==> src/rtl/mau_pkg.sv <==
package mau_pkg;

  typedef enum logic [2:0] {
    OP_LW  = 3'd0,
    OP_LH  = 3'd1,
    OP_LHU = 3'd2,
    OP_LB  = 3'd3,
    OP_LBU = 3'd4,
    OP_SW  = 3'd5,
    OP_SB  = 3'd6,
    OP_NONE = 3'd7
  } mem_op_e;

  typedef enum logic [1:0] {
    SZ_WORD,
    SZ_HALF,
    SZ_BYTE
  } acc_size_e;

  function automatic acc_size_e op_size(mem_op_e op);
    case (op)
      OP_LW, OP_SW:  return SZ_WORD;
      OP_LH, OP_LHU: return SZ_HALF;
      default:       return SZ_BYTE;
    endcase
  endfunction

  function automatic logic op_is_load(mem_op_e op);
    return (op == OP_LW) || (op == OP_LH) || (op == OP_LHU) ||
           (op == OP_LB) || (op == OP_LBU);
  endfunction

  function automatic logic op_is_store(mem_op_e op);
    return (op == OP_SW) || (op == OP_SB);
  endfunction

  function automatic logic op_is_signed(mem_op_e op);
    return (op == OP_LH) || (op == OP_LB);
  endfunction

endpackage

==> src/rtl/mau_align_check.sv <==
module mau_align_check
  import mau_pkg::*;
#(
  parameter int LANE_W = 2
) (
  input  mem_op_e             op,
  input  logic [LANE_W-1:0]   offs,
  output logic                misaligned,
  output logic [LANE_W-1:0]   lane
);

  always_comb begin
    misaligned = 1'b0;
    lane       = offs;
    case (op_size(op))
      SZ_WORD: begin
        misaligned = |offs;
        lane       = '0;
      end
      SZ_HALF: begin
        misaligned = offs[0];
        lane       = {offs[LANE_W-1:1], 1'b0};
      end
      default: begin
        misaligned = 1'b0;
        lane       = offs;
      end
    endcase
  end

endmodule

==> src/rtl/mau_cmd_reg.sv <==
module mau_cmd_reg
  import mau_pkg::*;
#(
  parameter int ADDR_W = 32,
  parameter int DATA_W = 32,
  localparam int NLANES = DATA_W / 8,
  localparam int LANE_W = $clog2(NLANES),
  localparam int WA_W   = ADDR_W - LANE_W
) (
  input  logic               clk,
  input  logic               rst,
  input  logic               req_valid,
  input  mem_op_e            op,
  input  logic [WA_W-1:0]    word_addr,
  input  logic [DATA_W-1:0]  wdata,
  input  logic               misaligned,
  input  logic [LANE_W-1:0]  lane,
  output logic               ram_rd,
  output logic               ram_wr,
  output logic               ram_wbyte,
  output logic [LANE_W-1:0]  ram_lane,
  output logic [WA_W-1:0]    ram_addr,
  output logic [DATA_W-1:0]  ram_wdata,
  output logic               flag,
  output mem_op_e            pend_op
);

  logic              is_ld;
  logic              is_st;
  logic              access;
  logic [DATA_W-1:0] byte_rep;

  assign is_ld  = op_is_load(op);
  assign is_st  = op_is_store(op);
  assign access = req_valid && (is_ld || is_st);

  for (genvar g = 0; g < NLANES; g++) begin : g_rep
    assign byte_rep[g*8 +: 8] = wdata[7:0];
  end

  always_ff @(posedge clk) begin
    if (rst) begin
      ram_rd    <= 1'b0;
      ram_wr    <= 1'b0;
      ram_wbyte <= 1'b0;
      ram_lane  <= '0;
      ram_addr  <= '0;
      ram_wdata <= '0;
      flag      <= 1'b0;
      pend_op   <= OP_NONE;
    end else begin
      ram_rd    <= access && is_ld;
      ram_wr    <= access && is_st;
      ram_wbyte <= access && (op == OP_SB);
      if (access) begin
        ram_lane  <= lane;
        ram_addr  <= word_addr;
        ram_wdata <= (op == OP_SB) ? byte_rep : wdata;
        flag      <= misaligned;
        pend_op   <= op;
      end
    end
  end

endmodule

==> src/rtl/mau_load_extract.sv <==
module mau_load_extract
  import mau_pkg::*;
#(
  parameter int DATA_W = 32,
  localparam int NLANES = DATA_W / 8,
  localparam int NHALF  = NLANES / 2,
  localparam int LANE_W = $clog2(NLANES)
) (
  input  logic               clk,
  input  logic               rst,
  input  logic               rd_done,
  input  mem_op_e            op,
  input  logic [LANE_W-1:0]  lane,
  input  logic [DATA_W-1:0]  rdata,
  output logic               load_valid,
  output logic [DATA_W-1:0]  load_data
);

  logic [7:0]        lane_b [NLANES];
  logic [15:0]       lane_h [NHALF];
  logic [7:0]        sel_b;
  logic [15:0]       sel_h;
  logic              sx;
  logic [DATA_W-1:0] ext;

  // big-endian: lane 0 holds the most significant byte
  for (genvar g = 0; g < NLANES; g++) begin : g_byte
    assign lane_b[g] = rdata[DATA_W-1-8*g -: 8];
  end
  for (genvar h = 0; h < NHALF; h++) begin : g_half
    assign lane_h[h] = rdata[DATA_W-1-16*h -: 16];
  end

  assign sel_b = lane_b[lane];
  assign sel_h = lane_h[lane[LANE_W-1:1]];
  assign sx    = op_is_signed(op);

  always_comb begin
    case (op_size(op))
      SZ_WORD: ext = rdata;
      SZ_HALF: ext = {{(DATA_W-16){sx & sel_h[15]}}, sel_h};
      default: ext = {{(DATA_W-8){sx & sel_b[7]}}, sel_b};
    endcase
  end

  always_ff @(posedge clk) begin
    if (rst) begin
      load_valid <= 1'b0;
      load_data  <= '0;
    end else begin
      load_valid <= rd_done;
      if (rd_done) load_data <= ext;
    end
  end

endmodule

==> src/rtl/mem_align_unit.sv <==
module mem_align_unit
  import mau_pkg::*;
#(
  parameter int ADDR_W = 32,
  parameter int DATA_W = 32,
  localparam int LANE_W = $clog2(DATA_W / 8),
  localparam int WA_W   = ADDR_W - LANE_W
) (
  input  logic               clk,
  input  logic               rst,
  input  logic               req_valid,
  input  logic [2:0]         req_op,
  input  logic [ADDR_W-1:0]  req_addr,
  input  logic [DATA_W-1:0]  req_wdata,
  output logic               ram_rd,
  output logic               ram_wr,
  output logic               ram_wbyte,
  output logic [LANE_W-1:0]  ram_lane,
  output logic [WA_W-1:0]    ram_addr,
  output logic [DATA_W-1:0]  ram_wdata,
  input  logic [DATA_W-1:0]  ram_rdata,
  output logic               load_valid,
  output logic [DATA_W-1:0]  load_data,
  output logic               unaligned_flag
);

  mem_op_e            op;
  mem_op_e            pend_op;
  logic               misaligned;
  logic [LANE_W-1:0]  lane;

  assign op = mem_op_e'(req_op);

  mau_align_check #(.LANE_W(LANE_W)) u_align (
    .op         (op),
    .offs       (req_addr[LANE_W-1:0]),
    .misaligned (misaligned),
    .lane       (lane)
  );

  mau_cmd_reg #(.ADDR_W(ADDR_W), .DATA_W(DATA_W)) u_cmd (
    .clk        (clk),
    .rst        (rst),
    .req_valid  (req_valid),
    .op         (op),
    .word_addr  (req_addr[ADDR_W-1:LANE_W]),
    .wdata      (req_wdata),
    .misaligned (misaligned),
    .lane       (lane),
    .ram_rd     (ram_rd),
    .ram_wr     (ram_wr),
    .ram_wbyte  (ram_wbyte),
    .ram_lane   (ram_lane),
    .ram_addr   (ram_addr),
    .ram_wdata  (ram_wdata),
    .flag       (unaligned_flag),
    .pend_op    (pend_op)
  );

  mau_load_extract #(.DATA_W(DATA_W)) u_ext (
    .clk        (clk),
    .rst        (rst),
    .rd_done    (ram_rd),
    .op         (pend_op),
    .lane       (ram_lane),
    .rdata      (ram_rdata),
    .load_valid (load_valid),
    .load_data  (load_data)
  );

endmodule

==> config.mk <==
export PLATFORM = sky130hd
export DESIGN_NAME = mem_align_unit
export DESIGN_NICKNAME = d
export VERILOG_FILES = /design/src/rtl/mau_pkg.sv /design/src/rtl/mau_align_check.sv /design/src/rtl/mau_cmd_reg.sv /design/src/rtl/mau_load_extract.sv /design/src/rtl/mem_align_unit.sv
export SDC_FILE = /design/constraint.sdc
export NUM_CORES = 1
export LEC_CHECK = 0
export BUFFER_PORTS_ARGS = -buffer_cell sky130_fd_sc_hd__buf_4
export CAP_MARGIN = 10
export CORE_AREA = 2 2 101 103
export CTS_CLUSTER_SIZE = 10
export DETAILED_ROUTE_END_ITERATION = 12
export DIE_AREA = 0 0 103 105
export GPL_TIMING_DRIVEN = 0
export PLACE_DENSITY = 0.84
export RECOVER_POWER = 100
export SKIP_LAST_GASP = 1
export SLEW_MARGIN = 20
export SYNTH_ARGS = -nofsm -noshare
export SYNTH_HDL_FRONTEND = slang
export SYNTH_HIERARCHICAL = 1
export SYNTH_SLANG_ARGS = --single-unit
==> constraint.sdc <==
create_clock -name clk -period 3.6 [get_ports clk]
set_input_delay 0.18 -clock clk [delete_from_list [all_inputs] [get_ports clk]]
set_output_delay 0.18 -clock clk [all_outputs]
set_load 0.1 [all_outputs]
==> Implementation_results.wiki <==
{| class="wikitable"
! Metric !! Value
|-
| Run status || completed
|-
| Routed met1 length || approximately 5600 um
|-
| Final period demand of the worst path || around 2.4 ns
|-
| Endpoints failing hold || 0
|-
| Met3 routed wirelength || between 900 and 1000 um
|-
| Die span in x || a little over 100 um
|-
| Number of I/O port buffers || 201
|-
| Fin Setup TNS || 0 ns
|-
| Count of non-filler cells in the finished layout || 839
|-
| Number of warnings printed during yosys synthesis || 6
|-
| Hold-fix buffer count after cts || 0
|-
| Routed via count || around 4500
|-
| Synth top area share || 0.421
|-
| Register bit total from synthesis || 104
|-
| Antenna violations before repair || 0
|-
| Average instance area after synthesis || 10.1 sq um
|-
| Worst slew pin tran || roughly 1.2 ns
|-
| Drc violations || 0
|-
| Routed length on met2 || 7090 um
|-
| Setup-failing EPs final || 0
|-
| Weighted congestion reported at the end of routability-driven placement || 0.893
|-
| Die Ht || 105 um
|-
| Total GRT Usage || 0.252
|-
| Worst-path clk slew || roughly 0.1 ns
|-
| Share of flip-flops with an asynchronous set or reset || 0
|-
| Top Metal Used || met4
|-
| Share of the clock period used by the worst path after layout || 0.658
|-
| Share of cells above drive strength 1 || 0.221
|-
| Leftover overflow at the end of global routing || 0
|-
| Final design utilization || 0.650
|-
| Critical path launch point type || flop
|-
| Static power due to leakage || 2.49 nW
|-
| Number of buffers on the longest clock path || 2
|-
| Via density per instance || approximately 5.3
|-
| Final Max Slew Viols || 0
|-
| Worst-case headroom to the max-slew limit || 0.188
|-
| Number of violations of the max-capacitance limit || 0
|-
| Count of mapped cells out of synthesis || between 400 and 500
|-
| Power density cells || 481 nW/um^2
|-
| Cell types with the highest counts after synthesis || sky130_fd_sc_hd__dfxtp_1 (104), sky130_fd_sc_hd__nand2b_1 (83), sky130_fd_sc_hd__mux2i_1 (51)
|-
| Post-CTS Repair Setup Buffers || 0
|-
| Number of synthesized flops with an enable pin || 0
|-
| First-pass iteration count of the detailed router || 5
|-
| Post-synth top area cell || sky130_fd_sc_hd__dfxtp_1
|-
| Worst hold path type || input pin to flop
|-
| Type of the worst setup path || flop to flop
|-
| I/O pin cnt || 203
|-
| Average wire length per cell after detail routing || between 15 and 20 um
|-
| Insertion delay to the later sink of the worst-skew pair || 0.36 ns
|-
| Arr. time, crit path || about 2.6 ns
|-
| Number of buffers added by the clock tree synthesis step || 9
|-
| Number of global-route vias before repair || 4611
|-
| Placeable Area || slightly below 10000 sq um
|-
| Detailed-route wire length || 14000 um
|-
| Design internal power || between 1.5 and 2 mW
|-
| Part of the total power dissipated in combinational logic || 0.331
|-
| Nets@finish || 803
|-
| Layout overhead on the synthesized area || 26.8%
|-
| Maximum fanout along the worst path || 10
|-
| Fillers || 938
|-
| DRT antenna net count || 0
|-
| Library cell with the highest instance count after synthesis || sky130_fd_sc_hd__dfxtp_1
|-
| Iter 0 DRT Violations || 242
|-
| RSZ-0062 raised after global routing || false
|-
| DP Wirelength || approximately 11000 um
|-
| Number of library cell types mapped by synthesis || 50
|-
| Reported net switching power || roughly 1.2 mW
|-
| Total instance count after detailed placement || 823
|-
| Number of rows created at floorplan || 36
|-
| Largest net degree at the start of global routing || 18
|-
| Highest clock frequency the design can meet || 422 MHz
|-
| Depth of the CTS H-tree || 3
|-
| Post-layout total power || 3.02 mW
|-
| Count of instances resized after the clock tree is built || 0
|-
| Crit path required time || 3.82 ns
|-
| Cell at the root of the clock tree || sky130_fd_sc_hd__clkbuf_8
|-
| Post-Route Skew || 0.00469 ns
|-
| Full die area || 10800 sq um
|-
| Sequential element share of the synthesized area || 0.421
|-
| Kind of end point of the critical path || flop
|-
| Share of power burned in registers || 0.422
|-
| Switching share of power || 0.402
|-
| Mapped cell area || 4940 sq um
|-
| Top_reg_cell synth || sky130_fd_sc_hd__dfxtp_1
|-
| Clock tree from TritonCTS || done
|-
| Clock sinks || 104
|-
| Worst IR drop on VDD || 0.292 mV
|-
| Antenna diode count || 0
|-
| First-pass GRT wire length || 21900 um
|-
| Starting utilization of the core area || 0.513
|-
| Net count after synthesis || 591
|-
| Cell types with the largest area share after synthesis || sky130_fd_sc_hd__dfxtp_1 (42%), sky130_fd_sc_hd__nand2b_1 (11%), sky130_fd_sc_hd__mux2i_1 (10%), sky130_fd_sc_hd__a211oi_1 (3.5%), sky130_fd_sc_hd__o221a_1 (3.0%)
|-
| Share of total power in the clock network || 0.247
|}
final timing paths:
kind	slack, ns	end	cells past startpoint	start
worst max-delay path	1.23	u_ext/load_data[24]	5	u_cmd/ram_lane[1]
worst max register to register	1.23	u_ext/load_data[24]	5	u_cmd/ram_lane[1]
worst min-delay path	0.08	u_cmd/ram_addr[29]	3	req_addr[31]
worst min register to register	0.48	u_cmd/ram_addr[29]	2	u_cmd/ram_addr[29]
logic make-up (layout without fill, tap and decap cells):
family / after synthesis / after routing / share of synthesized area
AOI/OAI and AO/OA: 102 / 102 / 0.201
xor gates and xnor gates: 3 / 3 / 0.00532
buffers and inverters: 51 / 268 / 0.0608
DFF: 104 / 104 / 0.421
muxes: 60 / 60 / 0.126
and+or+nand+nor: 169 / 169 / 0.186
critical path: stages, from the launching register on:
cell and delay [ns]:
sky130_fd_sc_hd__dfxtp_1 0.46, sky130_fd_sc_hd__mux2_1 0.39, sky130_fd_sc_hd__a21o_1 0.17, sky130_fd_sc_hd__a31oi_1 0.65, sky130_fd_sc_hd__clkbuf_1 0.41, sky130_fd_sc_hd__a211oi_1 0.15
placed cells by master, fill, tap and decap left out, types with 2 or more instances in the layout:
| cell | instances |
|---|---|
| sky130_fd_sc_hd__o32ai_1 | 2 |
| sky130_fd_sc_hd__nand2_1 | 28 |
| sky130_fd_sc_hd__xnor2_1 | 3 |
| sky130_fd_sc_hd__buf_2 | 4 |
| sky130_fd_sc_hd__clkinvlp_4 | 2 |
| sky130_fd_sc_hd__a2bb2oi_1 | 6 |
| sky130_fd_sc_hd__nor2b_1 | 4 |
| sky130_fd_sc_hd__o221a_1 | 13 |
| sky130_fd_sc_hd__a21oi_1 | 12 |
| sky130_fd_sc_hd__a21oi_4 | 2 |
| sky130_fd_sc_hd__mux2_2 | 7 |
| sky130_fd_sc_hd__nor2_1 | 38 |
| sky130_fd_sc_hd__o221a_2 | 11 |
| sky130_fd_sc_hd__a211oi_1 | 23 |
| sky130_fd_sc_hd__nor3_4 | 2 |
| sky130_fd_sc_hd__nand3b_1 | 2 |
| sky130_fd_sc_hd__clkbuf_1 | 130 |
| sky130_fd_sc_hd__a311oi_1 | 7 |
| sky130_fd_sc_hd__clkbuf_8 | 10 |
| sky130_fd_sc_hd__buf_6 | 5 |
| sky130_fd_sc_hd__dfxtp_1 | 104 |
| sky130_fd_sc_hd__buf_4 | 101 |
| sky130_fd_sc_hd__a31oi_1 | 4 |
| sky130_fd_sc_hd__mux2i_1 | 51 |
| sky130_fd_sc_hd__inv_1 | 11 |
| sky130_fd_sc_hd__a22oi_1 | 7 |
| sky130_fd_sc_hd__nand3_1 | 3 |
| sky130_fd_sc_hd__o21bai_1 | 4 |
| sky130_fd_sc_hd__nand2b_1 | 83 |
registers in the layout (all words and copies together) (netlist names):
signal and flops:
u_ext/load_data 32, u_cmd/ram_lane 2, u_cmd/ram_rd 1, u_cmd/ram_wbyte 1
u_cmd/ram_wdata 32, u_cmd/ram_addr 30, u_cmd/ram_wr 1, u_cmd/flag 1
u_cmd/pend_op 3, u_ext/load_valid 1
metal layers:
metal,global-route usage,vias up
met5,0,-
met4,0.0771,0
met3,0.0482,27
met2,0.449,196
met1,0.302,2101
li1,-,2158
power by group through the flow:
stage / clock network [mW] / logic [mW] / registers (mW)
2_1_floorplan: 0 / 0.266 / 1.83
3_3_place_gp: 0 / 1.07 / 1.30
3_5_place_dp: 0 / 1.08 / 1.30
4_1_cts: 0.762 / 1.08 / 1.28
5_1_grt: 0.808 / 1.04 / 1.28
6_report: 0.745 / 0.999 / 1.27
per-stage QoR:
| step | hold WS [ns] | instance area, sq um | setup WS (ns) |
|---|---|---|---|
| detailed placement | 0.441 | 6620 | 1.81 |
| global route | 0.0549 | 6270 | 1.15 |
| floorplan | 0.319 | 4940 | 1.35 |
| finish | 0.0758 | 6270 | 1.23 |
| global placement | 0.438 | 6620 | 1.85 |
| CTS | 0.0634 | 6820 | 1.79 |
cell type report:
type,count,area [sq um],share of cell area
Multi-Input combinational cell,334,2450,0.390
Clock buffer,10,138,0.0220
Timing Repair Buffer,201,1130,0.180
Inverter,12,45.0,0.00719
Tap cell,133,166,0.0265
Sequential cell,104,2080,0.332
Buffer,39,196,0.0313
Clock inverter,6,67.6,0.0108
(Power assumes the default switching activity.)
